`src/rtl/cap_pkg.sv`:
```
package cap_pkg;
  localparam int CTRL_BITS = 9;

  typedef enum logic [1:0] {
    REG_CTRL   = 2'd0,
    REG_PERIOD = 2'd1,
    REG_FLAGS  = 2'd2
  } reg_sel_e;

  // bit 0 is the last member
  typedef struct packed {
    logic run;
    logic count_down;
    logic fall_ie;
    logic rise_ie;
    logic fall_rld;
    logic rise_rld;
    logic pin_en;
    logic inv;
    logic cap_en;
  } ctrl_t;
endpackage

```
`src/rtl/cap_edge_detect.sv`:
```
module cap_edge_detect #(
  parameter int SYNC_STAGES = 2
) (
  input  logic clk,
  input  logic rst,
  input  logic pin_i,
  input  logic pin_en_i,
  input  logic inv_i,
  input  logic cap_en_i,
  output logic rise_o,
  output logic fall_o
);
  logic synced;
  logic level;
  logic level_q;

  generate
    if (SYNC_STAGES <= 1) begin : g_one
      logic s_q;
      always_ff @(posedge clk) begin
        if (rst) s_q <= 1'b0;
        else     s_q <= pin_i;
      end
      assign synced = s_q;
    end else begin : g_chain
      logic [SYNC_STAGES-1:0] s_q;
      always_ff @(posedge clk) begin
        if (rst) s_q <= '0;
        else     s_q <= {s_q[SYNC_STAGES-2:0], pin_i};
      end
      assign synced = s_q[SYNC_STAGES-1];
    end
  endgenerate

  // a disabled pin reads as a steady low level
  assign level = pin_en_i & (synced ^ inv_i);

  always_ff @(posedge clk) begin
    if (rst) level_q <= 1'b0;
    else     level_q <= level;
  end

  assign rise_o = cap_en_i &  level & ~level_q;
  assign fall_o = cap_en_i & ~level &  level_q;
endmodule

```
`src/rtl/cap_updown_counter.sv`:
```
module cap_updown_counter #(
  parameter int W = 16
) (
  input  logic         clk,
  input  logic         rst,
  input  logic         run_i,
  input  logic         down_i,
  input  logic [W-1:0] period_i,
  input  logic         reload_i,
  output logic [W-1:0] cnt_o
);
  logic [W-1:0] cnt_q;
  logic [W-1:0] start_val;
  logic [W-1:0] step_val;

  assign start_val = down_i ? period_i : '0;

  always_comb begin
    if (down_i) step_val = (cnt_q == '0) ? period_i : cnt_q - 1'b1;
    else        step_val = (cnt_q >= period_i) ? '0 : cnt_q + 1'b1;
  end

  // a capture reload takes precedence over the natural wrap
  always_ff @(posedge clk) begin
    if (rst)           cnt_q <= '0;
    else if (reload_i) cnt_q <= start_val;
    else if (run_i)    cnt_q <= step_val;
  end

  assign cnt_o = cnt_q;
endmodule

```
`src/rtl/cap_latch_bank.sv`:
```
module cap_latch_bank #(
  parameter int W = 16
) (
  input  logic         clk,
  input  logic         rst,
  input  logic         rise_i,
  input  logic         fall_i,
  input  logic [W-1:0] cnt_i,
  input  logic         rise_ie_i,
  input  logic         fall_ie_i,
  input  logic         clr_rise_i,
  input  logic         clr_fall_i,
  output logic [W-1:0] rise_cap_o,
  output logic [W-1:0] fall_cap_o,
  output logic         rise_flag_o,
  output logic         fall_flag_o,
  output logic         irq_o
);
  logic [W-1:0] rise_cap_q, fall_cap_q;
  logic         rise_flag_q, fall_flag_q, irq_q;

  always_ff @(posedge clk) begin
    if (rst) begin
      rise_cap_q <= '0;
      fall_cap_q <= '0;
    end else begin
      if (rise_i) rise_cap_q <= cnt_i;
      if (fall_i) fall_cap_q <= cnt_i;
    end
  end

  // set dominates a same-cycle clear
  always_ff @(posedge clk) begin
    if (rst) begin
      rise_flag_q <= 1'b0;
      fall_flag_q <= 1'b0;
      irq_q       <= 1'b0;
    end else begin
      if (rise_i)          rise_flag_q <= 1'b1;
      else if (clr_rise_i) rise_flag_q <= 1'b0;
      if (fall_i)          fall_flag_q <= 1'b1;
      else if (clr_fall_i) fall_flag_q <= 1'b0;
      irq_q <= (rise_flag_q & rise_ie_i) | (fall_flag_q & fall_ie_i);
    end
  end

  assign rise_cap_o  = rise_cap_q;
  assign fall_cap_o  = fall_cap_q;
  assign rise_flag_o = rise_flag_q;
  assign fall_flag_o = fall_flag_q;
  assign irq_o       = irq_q;
endmodule

```
`src/rtl/cap_channel.sv`:
```
module cap_channel
  import cap_pkg::*;
#(
  parameter int CNT_W       = 16,
  parameter int SYNC_STAGES = 2
) (
  input  logic             clk,
  input  logic             rst,
  input  logic             cfg_we,
  input  logic [1:0]       cfg_addr,
  input  logic [CNT_W-1:0] cfg_wdata,
  input  logic             cap_pin,
  output logic [CNT_W-1:0] cnt_o,
  output logic             cnt_down_o,
  output logic [CNT_W-1:0] rise_cap_o,
  output logic [CNT_W-1:0] fall_cap_o,
  output logic             rise_flag_o,
  output logic             fall_flag_o,
  output logic             irq_o
);
  ctrl_t            ctrl_q;
  logic [CNT_W-1:0] period_q;
  logic             rise_pulse, fall_pulse, reload;
  logic             clr_rise, clr_fall;
  logic [CNT_W-1:0] cnt;

  always_ff @(posedge clk) begin
    if (rst) begin
      ctrl_q   <= '0;
      period_q <= '0;
    end else if (cfg_we) begin
      if (cfg_addr == REG_CTRL)   ctrl_q   <= ctrl_t'(cfg_wdata[CTRL_BITS-1:0]);
      if (cfg_addr == REG_PERIOD) period_q <= cfg_wdata;
    end
  end

  assign clr_rise = cfg_we && (cfg_addr == REG_FLAGS) && cfg_wdata[0];
  assign clr_fall = cfg_we && (cfg_addr == REG_FLAGS) && cfg_wdata[1];

  cap_edge_detect #(.SYNC_STAGES(SYNC_STAGES)) u_edge (
    .clk(clk), .rst(rst), .pin_i(cap_pin),
    .pin_en_i(ctrl_q.pin_en), .inv_i(ctrl_q.inv), .cap_en_i(ctrl_q.cap_en),
    .rise_o(rise_pulse), .fall_o(fall_pulse)
  );

  assign reload = (rise_pulse & ctrl_q.rise_rld) | (fall_pulse & ctrl_q.fall_rld);

  cap_updown_counter #(.W(CNT_W)) u_cnt (
    .clk(clk), .rst(rst), .run_i(ctrl_q.run), .down_i(ctrl_q.count_down),
    .period_i(period_q), .reload_i(reload), .cnt_o(cnt)
  );

  cap_latch_bank #(.W(CNT_W)) u_latch (
    .clk(clk), .rst(rst), .rise_i(rise_pulse), .fall_i(fall_pulse), .cnt_i(cnt),
    .rise_ie_i(ctrl_q.rise_ie), .fall_ie_i(ctrl_q.fall_ie),
    .clr_rise_i(clr_rise), .clr_fall_i(clr_fall),
    .rise_cap_o(rise_cap_o), .fall_cap_o(fall_cap_o),
    .rise_flag_o(rise_flag_o), .fall_flag_o(fall_flag_o), .irq_o(irq_o)
  );

  assign cnt_o      = cnt;
  assign cnt_down_o = ctrl_q.count_down;
endmodule

```
`config.mk`:
```
export PLATFORM = sky130hd
export DESIGN_NAME = cap_channel
export DESIGN_NICKNAME = d
export VERILOG_FILES = /design/src/rtl/cap_pkg.sv /design/src/rtl/cap_edge_detect.sv /design/src/rtl/cap_updown_counter.sv /design/src/rtl/cap_latch_bank.sv /design/src/rtl/cap_channel.sv
export SDC_FILE = /design/constraint.sdc
export NUM_CORES = 1
export LEC_CHECK = 0
export BUFFER_PORTS_ARGS = -buffer_cell sky130_fd_sc_hd__buf_2
export CAP_MARGIN = 20
export CORE_ASPECT_RATIO = 1.2
export CORE_MARGIN = 2
export CORE_UTILIZATION = 49
export CTS_CLUSTER_DIAMETER = 120
export CTS_CLUSTER_SIZE = 28
export DETAILED_ROUTE_END_ITERATION = 7
export PLACE_DENSITY = 0.7
export SLEW_MARGIN = 10
export SYNTH_ARGS = -nofsm -noshare
export SYNTH_HDL_FRONTEND = slang
export SYNTH_HIERARCHICAL = 1
export SYNTH_SLANG_ARGS = --single-unit
export TNS_END_PERCENT = 20
```
`constraint.sdc`:
```
create_clock -name clk -period 8.4 [get_ports clk]
set_input_delay 1.26 -clock clk [delete_from_list [all_inputs] [get_ports clk]]
set_output_delay 1.26 -clock clk [all_outputs]
set_load 0.01 [all_outputs]
```
==> Flow_metrics.wiki, run 1 <==
{| class="wikitable"
! Metric !! Value
|-
| Deepest clock path buffer count || 2
|-
| Flop and latch count out of synthesis || 79
|-
| Classification of the worst setup path || flip-flop to flip-flop
|-
| First-pass DRT Iterations || 5
|-
| Crit path max-delay family || compound AO/OA/AOI/OAI gates
|-
| Post-synth net total || 584
|-
| P&R area growth vs syn || 12.6%
|-
| Outcome || finished clean
|-
| Cts hold-fix bufs || 0
|-
| Number of maximum-capacitance constraint violations || 0
|-
| Layout cells sized above 1 || 18.7%
|-
| Max incr delay on CP || 600 ps
|-
| Global route overflow || 0
|-
| Die boundary width || 94.0 µm
|-
| Final period util || 34.8%
|-
| RSZ-0062 raised after global routing || false
|-
| Type of element capturing the critical path || flip-flop
|-
| Post-synthesis average cell area || 8.77 µm²
|-
| Final setup violation count || 0
|-
| Internal portion of total power || 715 µW
|-
| Number of nets in the finished design || 630
|-
| Max stage delay cell, worst path || dfxtp_1
|-
| Per-cell via count in the routed design || 5.77
|-
| Final WL || 11800 µm
|-
| Class of the tightest hold or removal check || flip-flop to flip-flop
|-
| Standby leakage power || 2.16 nW
|-
| Depth of the worst register-to-register path || 8
|-
| Via count of the first global-routing pass || 3865
|-
| Final Hold Fails || 0
|-
| Critical Path Fanout Max || 12
|-
| Antenna-violating nets left || 0
|-
| Cts repair resizes || 0
|-
| Reg power frac || 41.0%
|-
| Clock insertion delay at the later pin of the skew report || 340 ps
|-
| Power share of the clock group || 44.1%
|-
| Inserted Clock Buffers || 9
|-
| Number of instances in the synthesized netlist || 543
|-
| Overall routing resource usage || 22.9%
|-
| Initial DRC count || 380
|-
| CTS tree || done
|-
| Worst relative slew slack || 38.1%
|-
| Number of enable flip-flop cells after synthesis || 0
|-
| Placeable core area || 9470 µm²
|-
| Fraction of power spent switching nets || 26.7%
|-
| YS warnings || 6
|-
| Clk_skew || 6.43 ps
|-
| Transition time at the pin with the least slew margin || 927 ps
|-
| Routed via count || 4138
|-
| Maximum level of the CTS H-tree || 3
|-
| Data arrival at the endpoint of the critical path || 3160 ps
|-
| DR WL/cell || 16.4 µm
|-
| Site row count || 39
|-
| Number of antenna violations at the first check in global routing || 0
|-
| Clock period minus worst slack || 2930 ps
|-
| IR Drop Worst-Case VDD || 0.0958 mV
|-
| Sum of net half-perimeters after detailed placement || 8130 µm
|-
| Effective utilization at floorplan || 50.3%
|-
| Die area || 10500 µm²
|-
| Proportion of register bits with asynchronous set or reset after synthesis || 0%
|-
| Hold slack final || 445 ps
|-
| Critical Path RT || 8640 ps
|-
| Post-CTS setup buffers || 0
|-
| Global placer's final weighted congestion || 0.952
|-
| Total DRC errors in the routed layout || 0
|-
| Synth cell types || 69
|-
| Flip-flop cell with the highest count after synthesis || dfxtp_1
|-
| Clock sink count || 79
|-
| Die extent in y || 112 µm
|-
| Root buf cell || clkbuf_16
|-
| Most common cell after layout, fill and taps aside || dfxtp_1
|-
| Maximum clock frequency || 342 MHz
|-
| Proportion of power drawn by combinational gates || 14.9%
|-
| I/O Pins || 74
|-
| Critical path buffer and inverter count || 1
|-
| Antenna cells || 0
|-
| Worst-path cell chain || inv_1 > ha_1 > nand2b_4 > a2111o_1 > a311oi_2 > nand2_2 > o2111a_1 > a2111oi_2
|-
| Nature of the critical path startpoint || flip-flop
|-
| Switching pwr || 260 µW
|-
| Total power density per cell area || 182 nW/µm²
|-
| Max Slew Vio Count || 0
|-
| Largest net degree at the start of global routing || 97
|-
| Wire length of the first global-routing pass || 19300 µm
|-
| Hold Path Cell Cnt || 1
|-
| Setup TNS Final || 0 ps
|-
| Highest-count cells in the layout ignoring fill and taps || dfxtp_1 (79), buf_2 (73), mux2i_1 (58), nor2_1 (52), nand2b_1 (43)
|-
| Depth of the critical timing path with buffers and inverters included || 8
|-
| Count of buffers from port buffering || 73
|-
| Post-synthesis sequential area ratio || 33.2%
|-
| Netlist Area Pre-Place || 4760 µm²
|-
| Clk pin slew, worst setup/hold paths || 60 ps
|}
registers in the layout (all words and copies together), names as in the netlist:
signal               count
u_latch/irq_o            1
u_edge/level_q           1
u_latch/rise_flag_o      1
period_q                16
u_latch/rise_cap_o      16
u_cnt/cnt_o             16
u_latch/fall_cap_o      16
u_latch/fall_flag_o      1
ctrl_q                   8
u_edge/g_chain.s_q       2
cnt_down_o               1
worst reg2reg max path, stage by stage (launching register included):
cell and delay (ps):
dfxtp_1 600, inv_1 190, ha_1 320, nand2b_4 130
a2111o_1 410, a311oi_2 300, nand2_2 230, o2111a_1 320
a2111oi_2 310
through the flow:
| stage | total power, mW | cell area [µm²] | std cells | setup slack (ps) | util [%] |
|---|---|---|---|---|---|
| finish | 0.975 | 5360 | 717 | 5470 | 56.6 |
| detailed placement | 0.550 | 5010 | 700 | 5200 | 52.9 |
| floorplan | 0.513 | 4760 | 543 | 5680 | - |
| global route | 1.02 | 5360 | 717 | 5320 | 56.6 |
| CTS | 0.979 | 5350 | 716 | 5160 | 56.5 |
| global placement | 0.548 | 5010 | 700 | 5290 | 52.9 |
worst paths after layout:
path         slack, ps                        startpoint                               end
min reg2reg        450  u_edge/g_chain.s_q[0]$_SDFF_PP0_  u_edge/g_chain.s_q[1]$_SDFF_PP0_
min                450  u_edge/g_chain.s_q[0]$_SDFF_PP0_  u_edge/g_chain.s_q[1]$_SDFF_PP0_
max reg2reg       5470       u_cnt/cnt_o[0]$_SDFFE_PP0P_       u_cnt/cnt_o[5]$_SDFFE_PP0P_
max               5470       u_cnt/cnt_o[0]$_SDFFE_PP0P_       u_cnt/cnt_o[5]$_SDFFE_PP0P_
logic make-up after synthesis:
kind of cell	after synthesis	synth area share (%)
flops	79	33.2
mux	58	12.2
compound gates	96	15.1
buf+inv	69	8.41
xor+xnor	18	3.31
fa+ha+maj	19	4.99
simple gates	204	22.8
routing by layer:
metal | GRT usage, % | up-vias | share of wire, %
met5 | 0 | - | 0
met4 | 9.47 | 0 | 2.1
met3 | 3.72 | 21 | 5.7
met2 | 36.2 | 155 | 47
met1 | 31.0 | 1957 | 46
li1 | - | 2005 | -
power groups by stage:
stage	clock, mW	sequential (mW)	combinational [mW]
finish	0.430	0.400	0.145
global route	0.456	0.401	0.159
CTS	0.437	0.399	0.143
detailed placement	0	0.407	0.142
global placement	0	0.407	0.141
floorplan	0	0.398	0.115
cell usage after synthesis (all sizes together) (11+ instances only):
| master | instances | area, µm² |
|---|---|---|
| inv | 25 | 93.8 |
| nand2 | 35 | 136 |
| nand3 | 12 | 60.1 |
| xor2 | 11 | 96.3 |
| nand2b | 44 | 283 |
| a21oi | 17 | 85.1 |
| mux2i | 58 | 581 |
| a31oi | 11 | 68.8 |
| clkbuf | 15 | 63.8 |
| buf | 27 | 229 |
| nor3 | 21 | 110 |
| dfxtp | 79 | 1580 |
| nor2 | 52 | 195 |
| o21ai | 17 | 88.8 |
| ha | 19 | 238 |
final cells by class:
cell class	instances	area, µm²
sequential	79	1580
fill	879	4110
clock inverter	4	77.6
timing repair buffer	78	410
inverter	26	97.6
clock buffer	12	256
multi-input combinational	395	2780
tap	123	154
Power figures use the tool's default switching activity.
==> run 2: changes to the inputs <==
==> constraint.sdc (replaced) <==
create_clock -name clk -period 2.88 [get_ports clk]
set_input_delay 0.432 -clock clk [delete_from_list [all_inputs] [get_ports clk]]
set_output_delay 0.432 -clock clk [all_outputs]
set_load 0.01 [all_outputs]
==> Flow_metrics.wiki, run 2 (synthesis gave the netlist of run 1 again) <==
{| class="wikitable"
! Metric !! Value
|-
| Placeable core area || 9470 µm² (unchanged)
|-
| Critical path buffer and inverter count || 0 (-1)
|-
| Die extent in y || 112 µm (unchanged)
|-
| Maximum clock frequency || 386 MHz (+13%)
|-
| Class of the tightest hold or removal check || primary input to flip-flop
|-
| Filler cell count in the final layout || 904 (+2.8%)
|-
| Worst-path cell chain || ha_1 > a21oi_1 > o21ai_0 > a2111oi_4 > nand2_2 > o2111a_1 > a2111oi_2
|-
| Global route overflow || 0 (unchanged)
|-
| Maximum level of the CTS H-tree || 3 (unchanged)
|-
| P&R area growth vs syn || 14.4%
|-
| Cts repair resizes || 0 (unchanged)
|-
| Antenna-violating nets left || 0 (unchanged)
|-
| Post-CTS setup buffers || 0 (unchanged)
|-
| Clock period minus worst slack || 2590 ps (-332 ps)
|-
| DR WL/cell || 17.0 µm (+3.5%)
|-
| Classification of the worst setup path || flip-flop to flip-flop
|-
| Largest net degree at the start of global routing || 74 (-24%)
|-
| Die area || 10500 µm² (unchanged)
|-
| Worst relative slew slack || 40.0% (+1.8 points)
|-
| Most common cell after layout, fill and taps aside || dfxtp_1
|-
| Final period util || 90.0% (+55 points)
|-
| Root buf cell || clkbuf_16
|-
| Number of nets in the finished design || 645 (+2.4%)
|-
| Nature of the critical path startpoint || flip-flop
|-
| Max stage delay cell, worst path || dfxtp_1
|-
| Wire length of the first global-routing pass || 20200 µm (+4.6%)
|-
| Data arrival at the endpoint of the critical path || 2820 ps (-340 ps)
|-
| Max incr delay on CP || 570 ps (-30 ps)
|-
| Type of element capturing the critical path || flip-flop
|-
| Number of antenna violations at the first check in global routing || 0 (unchanged)
|-
| Final WL || 12400 µm (+5.7%)
|-
| Footprint of the multi-input gates || 2780 µm² (unchanged)
|-
| Highest-count cells in the layout ignoring fill and taps || dfxtp_1 (79), buf_2 (73), mux2i_1 (58), nor2_1 (52), nand2b_1 (43)
|-
| Initial DRC count || 323 (-15%)
|-
| Total DRC errors in the routed layout || 0 (unchanged)
|-
| Critical Path RT || 3110 ps (-5530 ps)
|-
| Final setup violation count || 0 (unchanged)
|-
| Clk pin slew, worst setup/hold paths || 60 ps (about the same)
|-
| Setup TNS Final || 0 ps (unchanged)
|-
| Effective utilization at floorplan || 50.3% (unchanged)
|-
| Transition time at the pin with the least slew margin || 901 ps (-26.2 ps)
|-
| Routed via count || 4173 (+0.85%)
|-
| Fin area || 5450 µm² (+1.6%)
|-
| Total power density per cell area || 505 nW/µm² (+180%)
|-
| Die boundary width || 94.0 µm (unchanged)
|-
| Finished Core Util || 57.5% (+0.90 points)
|-
| Critical Path Fanout Max || 13 (+1)
|-
| I/O Pins || 74 (unchanged)
|-
| Layout cells sized above 1 || 20.5% (+1.8 points)
|-
| Final Hold Fails || 0 (unchanged)
|-
| Antenna cells || 0 (unchanged)
|-
| Clock sink count || 79 (unchanged)
|-
| Outcome || finished clean
|-
| IR Drop Worst-Case VDD || 0.331 mV (+240%)
|-
| Count of buffers from port buffering || 73 (unchanged)
|-
| Inserted Clock Buffers || 9 (unchanged)
|-
| Placed standard-cell area || 5140 µm² (+2.6%)
|-
| Clk_skew || 9.22 ps (+2.79 ps)
|-
| Site row count || 39 (unchanged)
|-
| Sum of net half-perimeters after detailed placement || 8780 µm (+8.0%)
|-
| Crit path max-delay family || compound AO/OA/AOI/OAI gates
|-
| Max Slew Vio Count || 0 (unchanged)
|-
| RSZ-0062 raised after global routing || false
|-
| Sequential Area || 1580 µm² (unchanged)
|-
| Cts hold-fix bufs || 0 (unchanged)
|-
| Standby leakage power || 2.22 nW (+2.9%)
|-
| Clock insertion delay at the later pin of the skew report || 340 ps (about the same)
|-
| First-pass DRT Iterations || 6 (+1)
|-
| Via count of the first global-routing pass || 3918 (+1.4%)
|-
| CTS tree || done
|-
| Per-cell via count in the routed design || 5.70 (-1.2%)
|-
| Overall routing resource usage || 24.4% (+1.4 points)
|-
| Global placer's final weighted congestion || 0.962 (+1.0%)
|-
| Deepest clock path buffer count || 2 (unchanged)
|-
| Number of maximum-capacitance constraint violations || 0 (unchanged)
|}
## run 2: layout make-up
class / instances / share of cell area (%)
well taps: 123 / 2.83
inverters: 26 / 1.79
flip-flops and latches: 79 / 29.0
clock buffers: 12 / 4.53
clock inverters: 4 / 1.01
multi-input cells: 395 / 51.1
repair buffers: 93 / 9.70
## run 2: layer usage
layer	vias to the layer above	track usage, %	share of wire, %	routed length (µm)
li1	2038	-	-	-
met3	20	4.26	5.1	632
met2	157	40.1	48	6010
met5	-	0	0	0
met4	0	8.60	1.8	225
met1	1958	32.0	45	5550
## run 2: stage by stage
step	setup slack (ps)	total power, mW	cells	hold slack [ps]
6_report	287	2.75	732	312
5_1_grt	96.7	2.87	732	314
4_1_cts	321	2.76	732	314
3_5_place_dp	329	1.62	716	445
3_3_place_gp	420	1.61	716	426
2_1_floorplan	163	1.50	543	414
## run 2: final timing paths
| kind | from | end | slack (ps) | depth (start not counted) |
|---|---|---|---|---|
| setup / recovery | u_cnt/cnt_o[9]$_SDFFE_PP0P_ | u_cnt/cnt_o[5]$_SDFFE_PP0P_ | 290 | 7 |
| hold / removal | cap_pin | u_edge/g_chain.s_q[0]$_SDFF_PP0_ | 310 | 2 |
| setup reg to reg | u_cnt/cnt_o[9]$_SDFFE_PP0P_ | u_cnt/cnt_o[5]$_SDFFE_PP0P_ | 290 | 7 |
| hold reg to reg | u_edge/g_chain.s_q[0]$_SDFF_PP0_ | u_edge/g_chain.s_q[1]$_SDFF_PP0_ | 450 | 1 |
## run 2: power by group
part	internal [mW]	total [mW]	switching, mW
sequential	1.11	1.15	0.0321
combinational	0.172	0.458	0.287
clock	0.698	1.14	0.447
==> run 3: changes to the inputs <==
--- a/config.mk
+++ b/config.mk
@@ -9,11 +9,11 @@
 export CAP_MARGIN = 20
 export CORE_ASPECT_RATIO = 1.2
 export CORE_MARGIN = 2
-export CORE_UTILIZATION = 49
+export CORE_UTILIZATION = 55
 export CTS_CLUSTER_DIAMETER = 120
 export CTS_CLUSTER_SIZE = 28
 export DETAILED_ROUTE_END_ITERATION = 7
-export PLACE_DENSITY = 0.7
+export PLACE_DENSITY = 0.78
 export SLEW_MARGIN = 10
 export SYNTH_ARGS = -nofsm -noshare
 export SYNTH_HDL_FRONTEND = slang
==> Flow_metrics.wiki, run 3 (synthesis gave the netlist of run 1 again) <==
{| class="wikitable"
! Metric !! Value
|-
| Critical Path RT || 3160 ps (+50 ps)
|-
| Layout cells sized above 1 || 20.4% (-0.097 points)
|-
| Via count of the first global-routing pass || 3934 (+0.41%)
|-
| Largest net degree at the start of global routing || 44 (-41%)
|-
| Filler cell count in the final layout || 759 (-16%)
|-
| Sum of net half-perimeters after detailed placement || 8480 µm (-3.4%)
|-
| Die boundary width || 88.9 µm (-5.4%)
|-
| Transition time at the pin with the least slew margin || 858 ps (-42.9 ps)
|-
| Final WL || 11900 µm (-3.9%)
|-
| Root buf cell || clkbuf_8
|-
| Per-cell via count in the routed design || 5.76 (+0.98%)
|-
| Type of element capturing the critical path || flip-flop
|-
| CTS tree || done
|-
| DR WL/cell || 16.5 µm (-2.8%)
|-
| Classification of the worst setup path || flip-flop to flip-flop
|-
| Clk pin slew, worst setup/hold paths || 80 ps (+20 ps)
|-
| IR Drop Worst-Case VDD || 0.272 mV (-18%)
|-
| First-pass DRT Iterations || 5 (-1)
|-
| Outcome || finished clean
|-
| Reg2reg setup slack || 290 ps (about the same)
|-
| RSZ-0062 raised after global routing || false
|-
| Nature of the critical path startpoint || flip-flop
|-
| Overall routing resource usage || 26.1% (+1.7 points)
|-
| P&R area growth vs syn || 11.5%
|-
| Data arrival at the endpoint of the critical path || 2870 ps (+50 ps)
|-
| Worst relative slew slack || 42.7% (+2.8 points)
|-
| Number of antenna violations at the first check in global routing || 0 (unchanged)
|-
| Finished Core Util || 62.6% (+5.1 points)
|-
| Final Hold Fails || 0 (unchanged)
|-
| Die area || 9420 µm² (-10%)
|-
| Critical Path Fanout Max || 13 (unchanged)
|-
| Site row count || 37 (-5.1%)
|-
| Clk_skew || 9.73 ps (+0.509 ps)
|-
| Highest-count cells in the layout ignoring fill and taps || dfxtp_1 (79), buf_2 (73), mux2i_1 (58), nor2_1 (52), nand2b_1 (43)
|-
| Clock insertion delay at the later pin of the skew report || 380 ps (+40 ps)
|-
| Effective utilization at floorplan || 56.2% (+5.9 points)
|-
| Routed via count || 4168 (-0.12%)
|-
| Cts hold-fix bufs || 0 (unchanged)
|-
| Wire length of the first global-routing pass || 19100 µm (-5.7%)
|-
| Worst flop-to-flop path startpoint || u_cnt/cnt_o[1]$_SDFFE_PP0P_
|-
| Maximum clock frequency || 386 MHz (about the same)
|-
| Inserted Clock Buffers || 9 (unchanged)
|-
| Initial DRC count || 389 (+20%)
|-
| Clock sink count || 79 (unchanged)
|-
| Number of maximum-capacitance constraint violations || 0 (unchanged)
|-
| Setup TNS Final || 0 ps (unchanged)
|-
| Antenna-violating nets left || 0 (unchanged)
|-
| Placeable core area || 8470 µm² (-11%)
|-
| Standby leakage power || 2.16 nW (-3.0%)
|-
| Post-CTS setup buffers || 0 (unchanged)
|-
| Total power density per cell area || 460 nW/µm² (-8.9%)
|-
| Global route overflow || 0 (unchanged)
|-
| Final setup violation count || 0 (unchanged)
|-
| Final period util || 90.0% (about the same)
|-
| Global placer's final weighted congestion || 0.986 (+2.6%)
|-
| I/O Pins || 74 (unchanged)
|-
| Most common cell after layout, fill and taps aside || dfxtp_1
|-
| Number of nets in the finished design || 643 (-0.31%)
|-
| Maximum level of the CTS H-tree || 3 (unchanged)
|-
| Max Slew Vio Count || 0 (unchanged)
|-
| Class of the tightest hold or removal check || primary input to flip-flop
|-
| Clock period minus worst slack || 2590 ps (-1.42 ps)
|-
| Launching instance or port of the critical path || u_cnt/cnt_o[1]$_SDFFE_PP0P_
|-
| Start point of the worst hold path || cap_pin
|-
| Cts repair resizes || 0 (unchanged)
|-
| Antenna cells || 0 (unchanged)
|-
| Die extent in y || 106 µm (-5.4%)
|-
| Deepest clock path buffer count || 2 (unchanged)
|-
| Total DRC errors in the routed layout || 0 (unchanged)
|-
| Count of buffers from port buffering || 73 (unchanged)
|}
run 3: area by class of cell:
| class | count | area (µm²) | area share [%] |
|---|---|---|---|
| flip-flops and latches | 79 | 1580 | 29.8 |
| inverters | 26 | 97.6 | 1.84 |
| well taps | 117 | 146 | 2.76 |
| clock buffers | 11 | 141 | 2.66 |
| multi-input cells | 395 | 2780 | 52.4 |
| clock inverters | 5 | 57.6 | 1.08 |
| repair buffers | 91 | 500 | 9.43 |
run 3: per-layer routing:
metal | GRT usage (%) | share of wire (%)
met1 | 32.9 | 43
met2 | 41.0 | 48
met3 | 6.44 | 6.2
met4 | 12.7 | 3.5
met5 | 0 | 0
run 3: stage by stage:
stage / cells / instance area [µm²] / power [mW] / worst slack (ps) / hold WS (ps)
after floorplan: 543 / 4760 / 1.50 / 163 / 414
after global placement: 708 / 5110 / 1.60 / 399 / 424
after detailed placement: 708 / 5110 / 1.61 / 330 / 438
after CTS: 724 / 5310 / 2.44 / 306 / 260
after global routing: 724 / 5310 / 2.54 / 174 / 265
final: 724 / 5310 / 2.44 / 288 / 261
run 3: worst max-delay path, stage by stage, from the launching register on:
cell       delay (ps)
dfxtp_1           630
ha_1              330
a2111o_1          380
a311oi_2          290
nand2_2           240
o2111a_1          320
a2111oi_2         310
run 3: path summary, 6_finish.rpt:
check / cells past startpoint / endpoint
max: 6 / u_cnt/cnt_o[5]$_SDFFE_PP0P_
min: 2 / u_edge/g_chain.s_q[0]$_SDFF_PP0_
max reg2reg: 6 / u_cnt/cnt_o[5]$_SDFFE_PP0P_
min reg2reg: 1 / u_edge/g_chain.s_q[1]$_SDFF_PP0_
run 3: power by group:
part,switching [mW],internal (mW),leakage [nW]
clock,0.422,0.422,0.0916
sequential,0.0357,1.11,0.639
combinational,0.281,0.167,1.43
